==> src/rtl/spi_role_port.sv <==
module spi_role_port #(
  parameter int W    = 8,
  parameter int HALF = 2
) (
  input  logic         clk,
  input  logic         rst_n,
  input  logic         ctl_wr,
  input  logic         ctl_en,
  input  logic         ctl_ign_ss,
  input  logic         ctl_master,
  output logic         master_o,
  output logic         fault_o,
  input  logic         fault_clr,
  input  logic         tx_wr,
  input  logic [W-1:0] tx_data,
  output logic [W-1:0] rx_data,
  output logic         done_o,
  input  logic         sclk_i,
  output logic         sclk_o,
  output logic         sclk_oe,
  input  logic         mosi_i,
  output logic         mosi_o,
  output logic         mosi_oe,
  input  logic         miso_i,
  output logic         miso_o,
  output logic         miso_oe,
  input  logic         ss_n_i
);
  localparam int CW = $clog2(W);
  localparam int PW = $clog2(2 * HALF);
  localparam logic [PW-1:0] RISE = PW'(HALF - 1);
  localparam logic [PW-1:0] FALL = PW'(2 * HALF - 1);

  logic en_q, ign_q, mst_q, fault_q, done_q, busy_q, sclk_q, mosi_q, miso_q;
  logic [W-1:0]  sh_q, rx_q;
  logic [CW-1:0] cnt_q;
  logic [PW-1:0] ph_q;
  logic [1:0]    sclk_sy, mosi_sy, ss_sy;
  logic          sclk_d;

  wire ss_s     = ss_sy[1];
  wire sclk_s   = sclk_sy[1];
  wire mosi_s   = mosi_sy[1];
  wire is_mst   = en_q & mst_q;
  wire selected = en_q & ~mst_q & (ign_q | ~ss_s);
  wire mfault   = en_q & ~ign_q & mst_q & ~ss_s;
  wire s_rise   = sclk_s & ~sclk_d;
  wire s_fall   = ~sclk_s & sclk_d;
  wire last     = cnt_q == CW'(W - 1);
  wire [CW-1:0] cnt_nx = last ? '0 : cnt_q + 1'b1;

  always_ff @(posedge clk or negedge rst_n)
    if (!rst_n) begin
      sclk_sy <= '0; mosi_sy <= '0; ss_sy <= '1; sclk_d <= 1'b0;
    end else begin
      sclk_sy <= {sclk_sy[0], sclk_i};
      mosi_sy <= {mosi_sy[0], mosi_i};
      ss_sy   <= {ss_sy[0], ss_n_i};
      sclk_d  <= sclk_s;
    end

  always_ff @(posedge clk or negedge rst_n)
    if (!rst_n) begin
      en_q <= 1'b0; ign_q <= 1'b0; mst_q <= 1'b0; fault_q <= 1'b0;
    end else begin
      if (ctl_wr) begin
        en_q <= ctl_en; ign_q <= ctl_ign_ss; mst_q <= ctl_master;
      end
      if (mfault) mst_q <= 1'b0;
      if (fault_clr) fault_q <= 1'b0;
      if (mfault) fault_q <= 1'b1;
    end

  always_ff @(posedge clk or negedge rst_n)
    if (!rst_n) begin
      busy_q <= 1'b0; sclk_q <= 1'b0; mosi_q <= 1'b1; miso_q <= 1'b0;
      done_q <= 1'b0; sh_q <= '0; rx_q <= '0; cnt_q <= '0; ph_q <= '0;
    end else if (!en_q || mfault) begin
      busy_q <= 1'b0; sclk_q <= 1'b0; ph_q <= '0; cnt_q <= '0;
    end else if (mst_q) begin
      if (tx_wr && !busy_q) begin
        sh_q <= tx_data; mosi_q <= tx_data[W-1]; busy_q <= 1'b1;
        ph_q <= '0; cnt_q <= '0; done_q <= 1'b0;
      end else if (busy_q) begin
        ph_q <= (ph_q == FALL) ? '0 : ph_q + 1'b1;
        if (ph_q == RISE) begin
          sclk_q <= 1'b1;
          sh_q   <= {sh_q[W-2:0], miso_i};
          if (last) begin
            done_q <= 1'b1;
            rx_q   <= {sh_q[W-2:0], miso_i};
          end
        end
        if (ph_q == FALL) begin
          sclk_q <= 1'b0;
          mosi_q <= sh_q[W-1];
          cnt_q  <= cnt_nx;
          if (last) busy_q <= 1'b0;
        end
      end
    end else begin
      if (tx_wr) begin
        sh_q <= tx_data; miso_q <= tx_data[W-1]; cnt_q <= '0; done_q <= 1'b0;
      end else if (!selected) begin
        cnt_q <= '0;
      end else begin
        if (s_rise) begin
          sh_q  <= {sh_q[W-2:0], mosi_s};
          cnt_q <= cnt_nx;
          if (last) begin
            done_q <= 1'b1;
            rx_q   <= {sh_q[W-2:0], mosi_s};
          end
        end
        if (s_fall) miso_q <= sh_q[W-1];
      end
    end

  assign master_o = mst_q;
  assign fault_o  = fault_q;
  assign done_o   = done_q;
  assign rx_data  = rx_q;
  assign sclk_o   = sclk_q;
  assign sclk_oe  = is_mst;
  assign mosi_o   = busy_q ? mosi_q : 1'b1;
  assign mosi_oe  = is_mst;
  assign miso_o   = miso_q;
  assign miso_oe  = selected;

  AST_OFF_RELEASE: assert property (@(posedge clk) disable iff (!rst_n)
    !en_q |-> !sclk_oe && !mosi_oe && !miso_oe);
  AST_SCLK_IDLE: assert property (@(posedge clk) disable iff (!rst_n)
    !busy_q |-> !sclk_o && mosi_o);
  AST_NO_CONTENTION: assert property (@(posedge clk) disable iff (!rst_n)
    !(sclk_oe && miso_oe));
  AST_UNSEL_HIZ: assert property (@(posedge clk) disable iff (!rst_n)
    en_q && !ign_q && !mst_q && ss_s |-> !miso_oe);
  AST_DEMOTE: assert property (@(posedge clk) disable iff (!rst_n)
    mfault |=> !mst_q && fault_q && !busy_q);
  AST_FAULT_STICKY: assert property (@(posedge clk) disable iff (!rst_n)
    fault_q && !fault_clr |=> fault_q);
  AST_IGN_HOLDS: assert property (@(posedge clk) disable iff (!rst_n)
    en_q && ign_q && mst_q && !ctl_wr |=> mst_q && $stable(fault_q));
endmodule

==> config.mk <==
export PLATFORM = sky130hd
export DESIGN_NAME = spi_role_port
export DESIGN_NICKNAME = d
export VERILOG_FILES = /design/src/rtl/spi_role_port.sv
export SDC_FILE = /design/constraint.sdc
export NUM_CORES = 1
export LEC_CHECK = 0
export ABC_AREA = 0
export BUFFER_PORTS_ARGS = -buffer_cell sky130_fd_sc_hd__buf_2
export CAP_MARGIN = 5
export CORE_MARGIN = 2
export CORE_UTILIZATION = 52
export CTS_BUF_LIST = sky130_fd_sc_hd__clkbuf_4 sky130_fd_sc_hd__clkbuf_8 sky130_fd_sc_hd__clkbuf_16
export DETAILED_ROUTE_END_ITERATION = 16
export PLACE_DENSITY_LB_ADDON = 0.3
export SLEW_MARGIN = 15
export SYNTH_ARGS = -nofsm -noshare
export SYNTH_HDL_FRONTEND = slang
export SYNTH_SLANG_ARGS = --single-unit
export TNS_END_PERCENT = 5
==> constraint.sdc <==
create_clock -name clk -period 2.4 [get_ports clk]
set_input_delay 0.48 -clock clk [delete_from_list [all_inputs] [get_ports clk]]
set_output_delay 0.48 -clock clk [all_outputs]
set_load 0.02 [all_outputs]
* Word level (Yosys, flattened, before mapping)
Index checks and enable logic that the tools add are counted.
** Storage, ports and cells
- Flip-flop bits (word level) :: 37
- Latch bits :: 0
- Bits in writable memories :: 0
- Memory bits (read-only) :: 0
- Input bits :: 20
- Output and inout port bits :: 17
- Memories :: 0
** Cells by class
- Add/sub/neg operators :: 2
- Multipliers :: 0
- Div/mod/pow operators :: 0
- $lt $le $gt $ge :: 0
- Equality and inequality tests :: 13
- Shift-type cells :: 0
- Multiplexer cells :: 61
- Bitwise operators :: 15
- Reductions and logical operators :: 25
** Operator list (number)
- 8-bit 2-to-1 mux :: 16
- 1-bit 2-to-1 mux :: 31
- 3-bit 2-to-1 mux :: 9
- 2-bit nonzero test :: 10
- 4-bit AND reduction :: 3
- 3-bit nonzero test :: 4
- 2-bit 2-to-1 mux :: 5
- 1-bit AND :: 8
- 4-bit by 1-bit inequality test with 1-bit output, second input constant :: 2
- 8-bit AND reduction :: 1
- 2-bit by 1-bit inequality test with 1-bit output, second input constant :: 3
- 3-bit by 1-bit inequality test with 1-bit output, second input constant :: 2
- 1-bit NOT :: 6
- 5-bit by 2-bit inequality test with 1-bit output, second input constant :: 1
- 5-bit AND reduction :: 1
- 2-bit inequality test, second input constant :: 2
- 3-bit by 1-bit adder with 3-bit output, second input constant :: 1
- 3-bit == test, second input constant :: 1
- 3-bit AND reduction :: 1
- 2-bit by 1-bit adder with 2-bit output, second input constant :: 1
- 2-bit by 1-bit == test with 1-bit output, second input constant :: 1
- 2-bit == test, second input constant :: 1
- 1-bit logical NOT :: 2
- 2-bit AND reduction :: 1
- other kinds (3) :: 3

* Logic depth before layout (Yosys ltp)
- Depth after elaboration :: 7
- Depth in mapped cells :: 7
- Gate-level depth less buffers :: 6

* Worst setup path before layout
Ideal clock, no wire load.
- Kind :: input to register
- Start :: in tx_wr
- End :: reg rx_q[0] (netlist: rx_data[0])
- Library setup time :: 125 ps
- Arrival :: 1709 ps
- Setup slack :: 566 ps
- Stages on the path :: 6
- Path through :: buf_4 > a21boi_4 > a211oi_2 > and3_1 > buf_4 > mux2_2
** Between the ends
- Word-level cells in the longest chain between the ends :: 3
- Elaborated cells between the ends (all ways) :: 4
- Those cells by class :: 2 x eq/ne; 2 x reduce/logical
** Ends and longest elaborated chain
- start: declaration :: RTL line 14 : input logic tx_wr,
- 1-bit logical AND :: RTL line 81 : if (tx_wr && !busy_q) begin
- 2-bit inequality test (no line)
- 8-bit AND reduction (no line) *
- end signal: assignment :: RTL line 91 : rx_q <= {sh_q[W-2:0], miso_i};
- end signal: assignment :: RTL line 112 : rx_q <= {sh_q[W-2:0], mosi_s};
- end: declaration :: RTL line 35 : logic [W-1:0] sh_q, rx_q;
Mark *: on every way between the ends. The rest lies on a longest branch, timed or not.
A chain may end at the register's enable or synchronous reset.

* Worst setup path in the final report
- Start :: reg mst_q (netlist: master_o)
- End :: reg rx_q[2] (netlist: rx_data[2])
** Between the ends
- Word-level cells in the longest chain between the ends :: 5
- Elaborated cells between the ends (all ways) :: 15
- Those cells by class :: 4 x eq/ne; 1 x mux; 6 x bitwise; 4 x reduce/logical
** Ends and longest elaborated chain
- start: declaration :: RTL line 34 : logic en_q, ign_q, mst_q, fault_q, done_q, busy_q, sclk_q, mosi_q, miso_q;
- start signal: assignment :: RTL line 67 : en_q <= ctl_en; ign_q <= ctl_ign_ss; mst_q <= ctl_master;
- 1-bit NOT (no line) / 1-bit AND (equally long branches)
- 1-bit AND (on tied branches) :: RTL line 45, 46
- 1-bit AND / 1-bit logical OR (equally long branches) :: RTL line 45, 78
- 2-bit nonzero test (no line) / 1-bit NOT (equally long branches)
- 8-bit AND reduction (no line)
Parallel ways exist; a longest one is shown, timed or not.

==> out/metrics.yaml <==
grt_overflow: 0
fin_crit_sh_pct: 88.93
synth_warnings: 0
setup_viol: 0
syn-instance-count: 143
seqPwrFrac_pct: 55.0
power_density_nw_per_um2: 719.1
async_flop_share_pct: 100.0
cts.clk_slew.worst_paths_ns: 0.11
wl_per_cell_um: 14.58
drc_errors: 0
grt_pass1_vias: 1264
ys.flop_type: "dfrtp_1"
crit_arrival_ns: 2.36
drt-met1-wl_mm: 1.470
cts_hold_buf: 0
dieWidth_um: 62.15
status: "complete, no violations"
vias: 1230
fmax_ghz: 0.4686
coreArea_um2: 3284
p_comb_share_pct: 20.6
boundaryPins: 37
p_clk_share_pct: 24.4
synth-edff-count: 0
hold_viol_final: 0
worst_slew_pin_slew_ns: 0.8019
clock_path_buffers: 2
ys_ff_latch: 37
clock-root-buffer: "clkbuf_4"
path_class: "reg2reg"
synthesis.nets: 167
slowest_delay_ns: 0.67
dr_wl_met2_mm: 1.662
p_sw_share_pct: 28.73
grt_use_total_pct: 18.93
port_buffers: 36
ant_nets: 0
synth.distinct_cells: 37
place_ws_ns: 0.2723
start_util_pct: 53.52
firstDrtPassIters: 4
highest_layer: "met4"
p_leak_nw: 1.030
layout-drive-gt1-share_pct: 42.62
p_int_mw: 1.046
synth.top_cell.area_share_pct: 48.40
antenna_found_initial: 0
wl_met3_um: 145
tritoncts: "yes"
vias_per_cell: 5.371
peakVddDrop_mv: 0.3748
yosys-top-cells-area: "dfrtp_1, mux2_2, dfstp_2, mux2i_1, ha_1"
dp_hpwl_mm: 2.486
cp_slowest_cell: "dfrtp_1"
yosysMostFrequentCell: "dfrtp_1"
postCtsSetupRepairBufs: 0
layout.nets: 206
tns_ns: 0
grt_pass1_wl_mm: 5.727
cp-start-kind: "register"
n_antenna_cell: 0
die_y_um: 62.15
slew_violations: 0
h-tree-depth: 2
final_util_pct: 62.13
seq_area_frac_synth_pct: 52.88
cts_sinks: 37
endpoint_kind: "register"
dieArea_um2: 3862
avgSynthCellArea_um2: 12.29
areaGrowthSynthToFinish_pct: 16.09
drt_iter0_markers: 34
skew_ns: 0.01031
fin_crit_ns: 2.134
gp_congestion: 0.8355
cp.required_ns: 2.62
grt_max_degree: 38
rsz0062_at_grt: "no"
p_sw_uw: 421.6
drv_cap: 0
path_cells: "a21boi_4, a211oi_2, and3_1, mux2_2"
finalPower_mw: 1.468
hold_class: "in2async"
synthesis.area_um2: 1758
clk_latency_ns: 0.34
cts-resized-gates: 0
slew-limit-headroom_pct: 46.54
synth.cells.most_frequent: "dfrtp_1, mux2_2, a21oi_1, inv_1, o21ai_0"
setup_slack_ns: 0.2658
synth.largest_area_cell: "dfrtp_1"
cp_max_fo: 15
wirelength_mm: 3.338
cts_buffers: 5
rows: 21
==> sequential cells by signal, indices dropped and copies added (netlist names) <==
register	cells
busy_q	1
sclk_o	1
sclk_d	1
done_o	1
sh_q	8
cnt_q	3
rx_data	8
mosi_sy	2
miso_o	1
sclk_sy	2
master_o	1
ph_q	2
fault_o	1
mosi_q	1
ss_sy	2
ign_q	1
en_q	1
==> kinds of logic after synthesis <==
group	share of synthesized area [%]
buffers and inverters	3.772
and+or+nand+nor	8.755
adders and majority gates	2.847
muxes	19.64
AOI/OAI and AO/OA	11.60
xor gates and xnor gates	0.4983
DFF	52.88
==> path summary, 6_finish.rpt <==
check | from | to | slack [ns] | depth (start not counted)
max in group asynchronous | rst_n | sh_q[0] | 1.68 | 1
min in group clk | ss_n_i | ss_sy[0] | 0.24 | 1
setup / recovery | master_o | rx_data[2] | 0.27 | 4
hold reg to reg | mosi_sy[0] | mosi_sy[1] | 0.36 | 0
hold / removal | rst_n | rx_data[6] | 0.22 | 1
setup reg to reg | master_o | rx_data[2] | 0.27 | 4
==> worst max-delay path: cells and delay by family, from the launching register on <==
family             cells  cell delay [ns]
and+or+nand+nor        1             0.44
muxes                  1             0.39
DFF                    1             0.67
AOI/OAI and AO/OA      2             0.52
==> cell usage in the layout, fill, tap and decap left out, drive strengths merged, types with 2 or more instances in the layout <==
cell and instances:
buf 38, dfrtp 34, mux2 25, a21oi 9, inv 8, o21ai 8
nand2 7, clkbuf 7, nor2 6, mux2i 6, ha 4, nand2b 4
dfstp 3, nor2b 2, nor3b 2
==> per-stage QoR <==
stage | std cells | hold slack, ns | area (um^2)
4_1_cts | 229 | 0.2283 | 2041
5_1_grt | 229 | 0.2145 | 2041
2_1_floorplan | 143 | 0.1844 | 1758
3_5_place_dp | 221 | 0.3347 | 1974
3_3_place_gp | 221 | 0.3328 | 1974
6_report | 229 | 0.2219 | 2041
==> routing by layer <==
metal | vias to the layer above | global-route usage, %
li1 | 582 | -
met1 | 612 | 24.21
met2 | 31 | 30.71
met3 | 5 | 4.529
met4 | 0 | 8.611
met5 | - | 0
==> power groups by stage <==
stage	registers [mW]	logic [mW]	clock network, mW
4_1_cts	0.808	0.306	0.369
3_5_place_dp	0.820	0.305	0
3_3_place_gp	0.812	0.293	0
6_report	0.807	0.302	0.358
5_1_grt	0.824	0.341	0.389
2_1_floorplan	0.807	0.214	0
==> final cells by class <==
cell class / instances / area [um^2]
clock buffer: 7 / 58.81
clock inverter: 1 / 7.507
fill: 285 / 1244
inverter: 8 / 30.03
multi-input combinational: 92 / 762.0
sequential: 37 / 929.6
tap: 46 / 57.56
timing repair buffer: 38 / 195.2
(Power assumes the default switching activity.)
